## src/rtl/rate_seq_pkg.sv

```systemverilog
package rate_seq_pkg;
  localparam int CODE_W    = 3;
  localparam int DIV_W     = 4;
  localparam int LAST_AUTO = 4;

  typedef struct packed {
    logic [DIV_W-1:0] div;
    logic             low;
    logic             bad;
  } rate_sel_t;

  // log2 of the modulus for a valid code; curve handled separately
  function automatic logic [1:0] div_exp(input logic [CODE_W-1:0] c, input logic std);
    logic [1:0] e;
    unique case (c)
      3'd0:    e = 2'd2;
      3'd1:    e = std ? 2'd1 : 2'd2;
      3'd2:    e = 2'd1;
      3'd3:    e = std ? 2'd0 : 2'd1;
      3'd5:    e = std ? 2'd3 : 2'd0;
      3'd6:    e = 2'd3;
      default: e = 2'd0;
    endcase
    return e;
  endfunction

  function automatic rate_sel_t decode(input logic [CODE_W-1:0] c, input logic std);
    rate_sel_t r;
    r.bad = (c == '1);
    r.div = DIV_W'(1) << div_exp(c, std);
    r.low = std & c[0] & ~r.bad;
    return r;
  endfunction
endpackage

```

## src/rtl/rate_seq_counter.sv

```systemverilog
module rate_seq_counter
  import rate_seq_pkg::*;
(
  input  logic              clk,
  input  logic              rst_n,
  input  logic              auto_sel,
  input  logic              cycle_end,
  input  logic              locked,
  input  logic              data_present,
  input  logic [CODE_W-1:0] code_in,
  output logic [CODE_W-1:0] cur_code,
  output logic              mode_auto,
  output logic              step_evt,
  output logic              wrap_evt
);
  localparam logic [CODE_W-1:0] LAST = CODE_W'(LAST_AUTO);

  logic out_of_range;
  logic [CODE_W-1:0] nxt;

  assign out_of_range = cur_code > LAST;
  assign step_evt = auto_sel & ~out_of_range & cycle_end & ~locked & data_present;
  assign wrap_evt = step_evt & (cur_code == LAST);

  always_comb begin
    nxt = cur_code;
    if (!auto_sel)         nxt = code_in;
    else if (out_of_range) nxt = '0;
    else if (wrap_evt)     nxt = '0;
    else if (step_evt)     nxt = cur_code + CODE_W'(1);
  end

  always_ff @(posedge clk or negedge rst_n) begin
    if (!rst_n) begin
      cur_code  <= '0;
      mode_auto <= 1'b1;
    end else begin
      cur_code  <= nxt;
      mode_auto <= auto_sel;
    end
  end
endmodule

```

## src/rtl/rate_seq_decode.sv

```systemverilog
module rate_seq_decode
  import rate_seq_pkg::*;
(
  input  logic [CODE_W-1:0] code,
  input  logic              std_rate,
  input  logic              mode_auto,
  output logic [DIV_W-1:0]  div_mod,
  output logic              curve_low,
  output logic              code_bad
);
  rate_sel_t sel;
  assign sel       = decode(code, std_rate);
  assign div_mod   = sel.div;
  assign curve_low = sel.low;
  assign code_bad  = sel.bad & ~mode_auto;
endmodule

```

## src/rtl/rate_seq_top.sv

```systemverilog
module rate_seq_top
  import rate_seq_pkg::*;
(
  input  logic              clk,
  input  logic              rst_n,
  input  logic              auto_sel,
  input  logic              std_rate,
  input  logic              cycle_end,
  input  logic              locked,
  input  logic              data_present,
  input  logic [CODE_W-1:0] code_in,
  output logic [CODE_W-1:0] code_out,
  output logic              code_oe,
  output logic [DIV_W-1:0]  div_mod,
  output logic              curve_low,
  output logic              code_bad
);
  logic [CODE_W-1:0] cur_code;
  logic mode_auto, step_evt, wrap_evt;

  rate_seq_counter u_cnt (
    .clk(clk), .rst_n(rst_n), .auto_sel(auto_sel), .cycle_end(cycle_end),
    .locked(locked), .data_present(data_present), .code_in(code_in),
    .cur_code(cur_code), .mode_auto(mode_auto),
    .step_evt(step_evt), .wrap_evt(wrap_evt)
  );

  rate_seq_decode u_dec (
    .code(cur_code), .std_rate(std_rate), .mode_auto(mode_auto),
    .div_mod(div_mod), .curve_low(curve_low), .code_bad(code_bad)
  );

  assign code_oe  = mode_auto;
  assign code_out = mode_auto ? cur_code : '0;
endmodule

```

## config.mk

```make
export PLATFORM = sky130hd
export DESIGN_NAME = rate_seq_top
export DESIGN_NICKNAME = d
export VERILOG_FILES = /design/src/rtl/rate_seq_pkg.sv /design/src/rtl/rate_seq_counter.sv /design/src/rtl/rate_seq_decode.sv /design/src/rtl/rate_seq_top.sv
export SDC_FILE = /design/constraint.sdc
export NUM_CORES = 1
export LEC_CHECK = 0
export BUFFER_PORTS_ARGS = -buffer_cell sky130_fd_sc_hd__buf_2
export CAP_MARGIN = 15
export CORE_AREA = 2 2 39 41
export CTS_BUF_LIST = sky130_fd_sc_hd__clkbuf_8
export CTS_CLUSTER_SIZE = 24
export DETAILED_ROUTE_END_ITERATION = 8
export DIE_AREA = 0 0 41 43
export GPL_ROUTABILITY_DRIVEN = 0
export MAX_ROUTING_LAYER = met4
export SKIP_LAST_GASP = 1
export SLEW_MARGIN = 15
export SYNTH_ARGS = -nofsm -noshare
export SYNTH_HDL_FRONTEND = slang
export SYNTH_SLANG_ARGS = --single-unit
```

## constraint.sdc

```tcl
create_clock -name clk -period 1.8 [get_ports clk]
set_input_delay 0.45 -clock clk [delete_from_list [all_inputs] [get_ports clk]]
set_output_delay 0.45 -clock clk [all_outputs]
set_load 0.02 [all_outputs]
```

==> impl_metrics.tcl, run 1 <==
set metrics [dict create \
    cts_tree "yes" \
    start_util 0.3083 \
    pwr-share-comb 0.690 \
    fin_worst_skew_ps 8.958 \
    hold_viol 0 \
    final_net_count 100 \
    dr.pass1.iters 3 \
    tightest_slew_ps 239.8 \
    dr_wl_met3_microns 25 \
    grt_pass1_vias 460 \
    drive_above_1_share 0.6386 \
    fin_crit_sh 1.139 \
    grt_max_degree 13 \
    critPathKind "flop to output pin" \
    pwr-share-seq 0.133 \
    p_leak_nw 0.3841 \
    fmax_ghz 0.4876 \
    outcome "finished with violations" \
    cts_buffers 3 \
    cts.sinks 4 \
    synth_simple_gate_area_share 0.3314 \
    crit_path_max_fanout 4 \
    ys_types 23 \
    synth_mux_area_frac 0.07038 \
    p_int_mw 0.6685 \
    synth_top_family_by_area "simple AND/OR/NAND/NOR gates" \
    syn2layout_area_growth_pct 94.72 \
    drt_iter0_markers 3 \
    total_power_mw 1.119 \
    coreArea_sq_mm 0.001384 \
    violations "negative setup slack" \
    synth_compound_gate_area_share 0.1408 \
    cp-end-kind "output pin" \
    synthXorXnorAreaFrac 0 \
    switchingPower_mw 0.4508 \
    drc 0 \
    postPlaceCellArea_sq_um 603.1 \
    power_density_mw_per_mm2 1347 \
    cts.clk_slew.worst_paths_ps 40 \
    grt_overflow 0 \
    clkLatencyLatePin_ps 220 \
    cp_cell_sequence "ha_4 -> ha_4 -> nor2b_4 -> a211o_1 -> nor3_2 -> buf_4" \
    syn_inst 49 \
    maxCapViolCount 0 \
    synth_sequential_area_ratio 0.2375 \
    avgSynthCellArea_sq_um 8.707 \
    die_w_microns 41 \
    final.setup.worst_slack_ps -251.0 \
    sw_frac_of_total 0.4028 \
    ios 20 \
    routed-wl-met2_microns 690 \
    grt.total_usage 0.1550 \
    die_y_microns 43 \
    synth_top_area_cell "dfrtp_1" \
    synth_area_leaders "dfrtp_1 18%, ha_1 18%, nor2b_1 7.3%" \
    ctsRootBufferMaster "clkbuf_8" \
    yosysTopAreaCellShare 0.1760 \
    hold_buffers 0 \
    syn_nets 65 \
    finalCriticalPeriod_ps 2051 \
    cpMostUsedCell "ha_4" \
    setup_viol 5 \
    max_stage_delay_ps 430 \
    top_layer_used "met3" \
    num_rows 14 \
    grt_setup_unrepaired "yes" \
    worstPathArrival_ps 1600 \
    wirelength_microns 1210 \
    crit_required_ps 1350 \
    hold_class "input port to async pin" \
    syn-cell-area_sq_um 426.7 \
    ys.warnings.count 0 \
    p_clk_frac 0.177 \
    dpl.hpwl_microns 784.2 \
    ant_nets 0 \
    wl_per_cell_microns 12.22 \
    vdd_drop_max_mv 0.6543 \
    grt_first_pass_wirelength_microns 1800 \
    num_vias 481 \
    slew_headroom 0.8384 \
    placement.io_buffers 19 \
    finalMaxSlewViolations 0 \
    antenna_found_initial 0 \
    ys_seq_elements 4 \
    cts_buffer_depth 2 \
    synthAdderAreaFrac 0.1760 \
    die_area_sq_mm 0.001763 \
    via_per_inst 4.859 \
    start_kind "flop" \
    dp_slack_ps -125.8 \
    routedLengthMet1_microns 494 \
    final_cell_area_sq_um 830.8 \
    antennaDiodeCount 0 \
    slowest_stage "dfrtp_2" \
    htree_levels 1 \
    fin_util 0.6004 \
]
## state kept, by name, indices dropped and copies added (netlist names)
register / flops
u_cnt.mode_auto: 1
u_cnt.cur_code: 3
## final timing paths
path / slack [ps] / cells past startpoint / from / endpoint
setup / recovery: -250 / 6 / u_cnt.cur_code[1] / div_mod[2]
hold / removal: 30 / 1 / rst_n / u_cnt.cur_code[1]
setup reg to reg: 300 / 7 / u_cnt.cur_code[1] / u_cnt.cur_code[1]
hold reg to reg: 780 / 3 / u_cnt.cur_code[1] / u_cnt.cur_code[1]
max in group asynchronous: 1560 / 1 / rst_n / u_cnt.mode_auto
min in group clk: 410 / 1 / auto_sel / u_cnt.mode_auto
## per-stage QoR
step / hold slack (ps) / cells / TNS (ps)
final: 27.69 / 99 / -949.6
after detailed placement: 255.0 / 90 / -319.7
after CTS: 24.71 / 99 / -937.5
after floorplan: 154.4 / 49 / -208.5
after global routing: 31.75 / 99 / -1230
after global placement: 253.6 / 90 / -179.9
## synthesized netlist by cell type, drive strengths merged
cell / count
nand2b: 1
nor2: 6
nand3b: 1
or3: 1
mux2i: 3
o22ai: 1
o31ai: 1
inv: 3
nand4b: 1
ha: 6
a221oi: 1
o21ai: 1
nor2b: 5
dfrtp: 3
buf: 1
nand3: 2
a41oi: 2
a31oi: 1
nor3: 2
a211o: 1
nand2: 2
dfstp: 1
and2: 3
## routing by layer
metal | vias to the layer above | track usage
li1 | 244 | -
met1 | 227 | 0.1564
met2 | 10 | 0.2719
met3 | 0 | 0.04712
met4 | 0 | 0.04000
met5 | - | -
## cells by family (layout without fill, tap and decap cells)
| kind of cell | count (synthesis) | after routing |
|---|---|---|
| AO/OA/AOI/OAI | 8 | 8 |
| multiplexers | 3 | 3 |
| flip-flops | 4 | 4 |
| buffers and inverters | 4 | 38 |
| AND/OR/NAND/NOR | 24 | 24 |
| adder cells (fa/ha/maj) | 6 | 6 |
## cell type report
type	instances	area (sq um)
Sequential cell	4	103.9
Fill cell	109	553.0
Inverter	3	18.77
Tap cell	16	20.02
Timing Repair Buffer	31	217.7
Clock inverter	1	3.754
Multi-Input combinational cell	41	425.4
Clock buffer	3	41.29
## critical path, delay by kind of cell (launching register included)
| kind | cells | cell delay (ps) |
|---|---|---|
| adders and majority gates | 2 | 330 |
| buffers and inverters | 1 | 150 |
| AOI/OAI and AO/OA | 1 | 250 |
| DFF | 1 | 430 |
| and+or+nand+nor | 2 | 220 |
## timing repair
| item | CTS | global route |
|---|---|---|
| resized for setup | 26 | 7 |
| setup endpoints to repair | 6 | 6 |
| pin swaps | 4 | 3 |
| buffers inserted | 5 | 1 |
## cells in the final DEF (no fill, tap or decap), drive strengths merged
master	netlist	layout
a211o	1	1
a221oi	1	1
a31oi	1	1
a41oi	2	2
and2	3	3
buf	1	31
clkbuf	0	3
dfrtp	3	3
dfstp	1	1
ha	6	6
inv	3	4
mux2i	3	3
nand2	2	2
nand2b	1	1
nand3	2	2
nand3b	1	1
nand4b	1	1
nor2	6	6
nor2b	5	5
nor3	2	2
o21ai	1	1
o22ai	1	1
o31ai	1	1
or3	1	1
## power by group through the flow
| stage | sequential [mW] | combinational [mW] | clock, mW |
|---|---|---|---|
| floorplan | 0.134 | 0.332 | 0 |
| global placement | 0.133 | 0.518 | 0 |
| detailed placement | 0.135 | 0.522 | 0 |
| CTS | 0.144 | 0.740 | 0.197 |
| global route | 0.151 | 0.837 | 0.208 |
| finish | 0.149 | 0.773 | 0.198 |
Power figures use the tool's default switching activity.
==> inputs of run 2 (changes only) <==
CTS_BUF_LIST = sky130_fd_sc_hd__clkbuf_4   (was sky130_fd_sc_hd__clkbuf_8)
GPL_TIMING_DRIVEN = 0   (was not set)
==> run 2 against run 1 <==
The flow still finishes with violations (negative setup slack). Sequential power hardly changed. Clock-buffer cell count is 1 higher. Final cell count stayed put.
==> impl_metrics.tcl, run 2 (synthesis gave the netlist of run 1 again) <==
set metrics [dict create \
    critPathKind "flop to output pin" \
    clkLatencyLatePin_ps 230 \
    power_density_mw_per_mm2 1228 \
    coreArea_sq_mm 0.001384 \
    cts_buffer_depth 2 \
    p_leak_nw 0.3742 \
    dpl.hpwl_microns 709.1 \
    cpMostUsedCell "ha_4" \
    fin_crit_sh 1.160 \
    grtUsageMet2 0.2375 \
    tightest_slew_ps 172.4 \
    crit_path_max_fanout 4 \
    hold_class "input port to async pin" \
    cp-end-kind "output pin" \
    dr.pass1.iters 4 \
    drt_iter0_markers 5 \
    instances_no_fill 99 \
    num_rows 14 \
    drc 0 \
    worstPathArrival_ps 1640 \
    placement.io_buffers 19 \
    ant_nets 0 \
    dp.cells 84 \
    final_net_count 100 \
    cts_buffers 3 \
    pwr-share-seq 0.152 \
    largest_register "u_cnt.cur_code" \
    maxCapViolCount 0 \
    grt_pass1_vias 382 \
    p_int_mw 0.5777 \
    total_power_mw 0.9943 \
    nFillCells 114 \
    grt.total_usage 0.1294 \
    wl_per_cell_microns 11.22 \
    hold_viol 0 \
    max_stage_delay_ps 440 \
    pwr-share-comb 0.711 \
    slowest_stage "dfrtp_2" \
    cts.sinks 4 \
    syn2layout_area_growth_pct 89.74 \
    finalMaxSlewViolations 0 \
    start_kind "flop" \
    ctsRootBufferMaster "clkbuf_4" \
    die_area_sq_mm 0.001763 \
    multiInputGateArea_sq_um 421.7 \
    vdd_drop_max_mv 0.4327 \
    reg2reg_slack_ps 400 \
    setup_viol 6 \
    largest_reg_flops 3 \
    outcome "finished with violations" \
    hold_buffers 0 \
    path_buf_inv 1 \
    seqCellArea_sq_um 103.9 \
    final_common_cell "buf_2" \
    fin_worst_skew_ps 8.831 \
    grt_use_met3 0 \
    ios 20 \
    final.setup.worst_slack_ps -287.6 \
    via_per_inst 4.939 \
    tns_ps -1375 \
    violations "negative setup slack" \
    switchingPower_mw 0.4166 \
    start_util 0.3083 \
    sw_frac_of_total 0.4190 \
    fmax_ghz 0.4790 \
    die_w_microns 41 \
    wirelength_microns 1111 \
    crit_start "u_cnt.cur_code[0]" \
    grt_overflow 0 \
    reg_top3 "u_cnt.cur_code (3), u_cnt.mode_auto (1)" \
    finalCriticalPeriod_ps 2088 \
    cp_top_family "flip-flops" \
    antenna_found_initial 0 \
    cts.clk_slew.worst_paths_ps 40 \
    num_vias 489 \
    cts_tree "yes" \
    die_y_microns 43 \
    r2r_end "u_cnt.cur_code[2]" \
    r2r-start "u_cnt.cur_code[0]" \
    crit_required_ps 1350 \
    reg2reg_depth 4 \
    grt_setup_unrepaired "yes" \
    cp_cell_sequence "ha_4 -> ha_4 -> nor2b_4 -> a211o_1 -> nor3_2 -> buf_4" \
    top_usage_layer "met2" \
    layout_common_cells "13 x buf_2, 12 x buf_4, 6 x buf_6" \
    grt_first_pass_wirelength_microns 1531 \
    slew_headroom 0.8818 \
    drive_above_1_share 0.6506 \
    met1_usage 0.1410 \
    p_clk_frac 0.136 \
    htree_levels 1 \
    antennaDiodeCount 0 \
    grt_max_degree 11 \
]
[run 2: layout make-up]
type	instances	area share
repair buffers	30	0.2612
clock buffers	4	0.03709
multi-input cells	41	0.5209
inverters	3	0.01391
plain buffers	1	0.01391
well taps	16	0.02473
flip-flops and latches	4	0.1283
[run 2: per-stage QoR]
stage | hold WS [ps] | util | cell area (sq um) | setup WS (ps)
after floorplan | 154.4 | - | 442.9 | -107.0
after global routing | 5.589 | 0.5850 | 809.5 | -340.6
after global placement | 252.9 | 0.4033 | 558.0 | -142.8
after CTS | 7.169 | 0.5524 | 764.5 | -279.2
final | 6.900 | 0.5850 | 809.5 | -287.6
after detailed placement | 255.6 | 0.4033 | 558.0 | -149.1
[run 2: power by group through the flow]
stage | Combinational, mW | Clock [mW] | Sequential (mW)
after floorplan | 0.332 | 0 | 0.134
after global placement | 0.437 | 0 | 0.139
after detailed placement | 0.444 | 0 | 0.140
after CTS | 0.663 | 0.137 | 0.151
after global routing | 0.766 | 0.147 | 0.158
final | 0.707 | 0.136 | 0.151
[run 2: worst max-delay path by stage]
stage | to | slack [ps] | depth (start not counted)
6_report | div_mod[2] | -290 | 6
5_1_grt | div_mod[2] | -340 | 6
4_1_cts | div_mod[2] | -280 | 6
3_5_place_dp | div_mod[2] | -150 | 6
3_3_place_gp | div_mod[2] | -140 | 6
2_1_floorplan | div_mod[0] | -110 | 5
[run 2: worst reg2reg max path, stage by stage (launching register included)]
cell     delay, ps
dfrtp_2        440
ha_4           180
ha_4           200
or3_1          340
a31oi_1        160
[run 2: what timing repair did]
item	in CTS	in global routing
endpoints found under the setup margin	6	6
pin swaps	5	2
buffers inserted	7	4
gates resized for setup	32	3
[run 2: routing by layer]
metal	routed length, microns	part of all wire	up-vias
met1	458	0.41	228
li1	-	-	245
met5	0	0	-
met4	0	0	0
met2	611	0.55	16
met3	41	0.037	0
==> inputs of run 3 (changes only) <==
ABC_AREA = 1   (was not set)
GPL_TIMING_DRIVEN = not set   (was 0)
==> run 3 against run 2 <==
Sequential share of layout area up 1.8 points. The run still ends with negative setup slack left. Synthesized cell count up 43%. Die area unchanged. Final cell count up 11%. Clock-buffer cell count unchanged.
==> impl_metrics.tcl, run 3 <==
set metrics [dict create \
    slew_headroom 0.8324 \
    crit_required_ps 1350 \
    via_per_inst 4.155 \
    ant_nets 0 \
    setup_viol 5 \
    clkLatencyLatePin_ps 230 \
    synth_edf_count 0 \
    grt_first_pass_wirelength_microns 1386 \
    synth_most_common_cell "nand2_1" \
    cts.sinks 4 \
    antennaDiodeCount 0 \
    synth_sequential_area_ratio 0.2288 \
    htree_levels 1 \
    grt_max_degree 10 \
    fmax_ghz 0.5182 \
    fin_util 0.5127 \
    die_y_microns 43 \
    r2r_end "u_cnt.cur_code[2]" \
    ys.warnings.count 0 \
    cp-end-kind "output pin" \
    avgSynthCellArea_sq_um 6.328 \
    die_area_sq_mm 0.001763 \
    syn_inst 70 \
    finalMaxSlewViolations 0 \
    reg_top3 "u_cnt.cur_code (3), u_cnt.mode_auto (1)" \
    critPathKind "flop to output pin" \
    crit_path_max_fanout 5 \
    grt_pass1_vias 377 \
    async_reset_ff_frac 1.000 \
    cts_tree "yes" \
    dr.pass1.iters 4 \
    nFillCells 126 \
    drt_iter0_markers 12 \
    yosysTopAreaCellShare 0.1695 \
    power_density_mw_per_mm2 1841 \
    synth_area_leaders "dfrtp_1 17%, ha_1 17%, nand2_1 14%" \
    largest_reg_flops 3 \
    ys_seq_elements 4 \
    start_kind "flop" \
    slowest_stage "dfrtp_2" \
    finalCriticalPeriod_ps 1930 \
    grt.total_usage 0.1158 \
    hold_viol 0 \
    die_w_microns 41 \
    synth_top_area_cell "dfrtp_1" \
    r2r-start "u_cnt.cur_code[0]" \
    drive_above_1_share 0.5000 \
    syn2layout_area_growth_pct 60.17 \
    wirelength_microns 963 \
    cpMostUsedCell "nand2_2" \
    final.setup.worst_slack_ps -129.7 \
    synthTopCellsByCount "17 x nand2_1, 14 x nor2_1, 13 x inv_1" \
    cp_cell_sequence "inv_4 -> ha_4 -> a21oi_4 -> nand2_2 -> nand2_2 -> nand2_1 -> inv_1 -> buf_6" \
    synthFlopType "dfrtp_1" \
    start_util 0.3201 \
    hold_class "input port to async pin" \
    largest_register "u_cnt.cur_code" \
    violations "negative setup slack" \
    syn_nets 86 \
    dpl.hpwl_microns 698.1 \
    hold_buffers 0 \
    fin_crit_sh 1.072 \
    cts_buffers 3 \
    final_net_count 111 \
    cts.clk_slew.worst_paths_ps 40 \
    wl_per_cell_microns 8.755 \
    ctsRootBufferMaster "clkbuf_4" \
    fin_worst_skew_ps 2.774 \
    num_vias 457 \
    p_leak_nw 0.3897 \
    ys_types 13 \
    maxCapViolCount 0 \
    drc 0 \
    cts_buffer_depth 2 \
    layout_common_cells "14 x nor2_1, 14 x buf_2, 13 x nand2_1" \
    ios 20 \
    worstPathArrival_ps 1480 \
    coreArea_sq_mm 0.001384 \
    antenna_found_initial 0 \
    reg2reg_slack_ps 480 \
    tightest_slew_ps 251.3 \
    num_rows 14 \
    syn-cell-area_sq_um 442.9 \
    vdd_drop_max_mv 0.8153 \
    max_stage_delay_ps 460 \
    outcome "finished with violations" \
    placement.io_buffers 19 \
    grt_setup_unrepaired "yes" \
    grt_overflow 0 \
    reg2reg_depth 7 \
    total_power_mw 1.306 \
]
## run 3: changes by cell type after synthesis, moves of 4 or more
cell,change
inv_1,+10
nand2_1,+15
nand3_1,+4
nor2_1,+8
nor2b_1,-5
## run 3: timing repair
item                                    4_1_cts  5_1_grt
hold endpoints to repair                      0        0
pin swaps                                     6        1
setup buffers                                 1        0
gates resized for setup                      28        2
endpoints found under the setup margin        5        6
## run 3: cell families (layout without fill, tap and decap cells)
group                    after synthesis  after routing  share of synthesized area
AND/OR/NAND/NOR                       42             42                     0.4237
buffers and inverters                 15             39                     0.1441
adder cells (fa/ha/maj)                6              6                     0.1695
flip-flops                             4              4                     0.2288
AO/OA/AOI/OAI                          3              3                    0.03389
## run 3: worst max path at each step
stage | from | end | slack [ps] | cells past startpoint
2_1_floorplan | u_cnt.cur_code[0] | curve_low | 30 | 3
3_3_place_gp | u_cnt.cur_code[1] | div_mod[1] | 50 | 8
3_5_place_dp | u_cnt.cur_code[0] | div_mod[1] | -8 | 8
4_1_cts | u_cnt.cur_code[1] | div_mod[1] | -120 | 8
5_1_grt | u_cnt.cur_code[0] | div_mod[1] | -200 | 8
6_report | u_cnt.cur_code[0] | div_mod[1] | -130 | 8
## run 3: layout make-up
class | instances | area (sq um) | area share
multi-input cells | 51 | 370.4 | 0.5220
repair buffers | 21 | 130.1 | 0.1834
flip-flops and latches | 4 | 103.9 | 0.1464
inverters | 14 | 55.05 | 0.07760
clock buffers | 4 | 30.03 | 0.04233
well taps | 16 | 20.02 | 0.02822
## run 3: power breakdown
| part | internal (mW) | switching, mW | leakage [nW] | total (mW) |
|---|---|---|---|---|
| Clock | 0.0983 | 0.0373 | 0.0184 | 0.136 |
| Sequential | 0.132 | 0.0871 | 0.0439 | 0.219 |
| Combinational | 0.420 | 0.531 | 0.327 | 0.951 |
| Total | 0.650 | 0.655 | 0.390 | 1.31 |
## run 3: metal layers
metal / track usage / vias to the layer above / wire [microns]
li1: - / 257 / -
met3: 0.04712 / 0 / 28
met5: - / - / 0
met2: 0.2000 / 9 / 507
met4: 0.02000 / 0 / 0
met1: 0.1176 / 191 / 428
## run 3: critical path, delay by kind of cell (launching register included)
family,cells,cell delay [ps]
adder cells (fa/ha/maj),1,170
AO/OA/AOI/OAI,1,140
buffers and inverters,3,250
AND/OR/NAND/NOR,3,230
flip-flops,1,460
## run 3: through the flow
| stage | setup TNS [ps] | setup slack [ps] | cells | hold WS, ps | instance area, sq um |
|---|---|---|---|---|---|
| final | -464.2 | -129.7 | 110 | 10.64 | 709.4 |
| after global routing | -855.5 | -203.3 | 110 | 1.668 | 709.4 |
| after CTS | -426.1 | -118.9 | 110 | 2.082 | 703.2 |
| after detailed placement | -8.304 | -8.304 | 105 | 255.9 | 554.3 |
| after global placement | 0 | 49.44 | 105 | 256.2 | 554.3 |
| after floorplan | 0 | 33.40 | 70 | 154.4 | 442.9 |
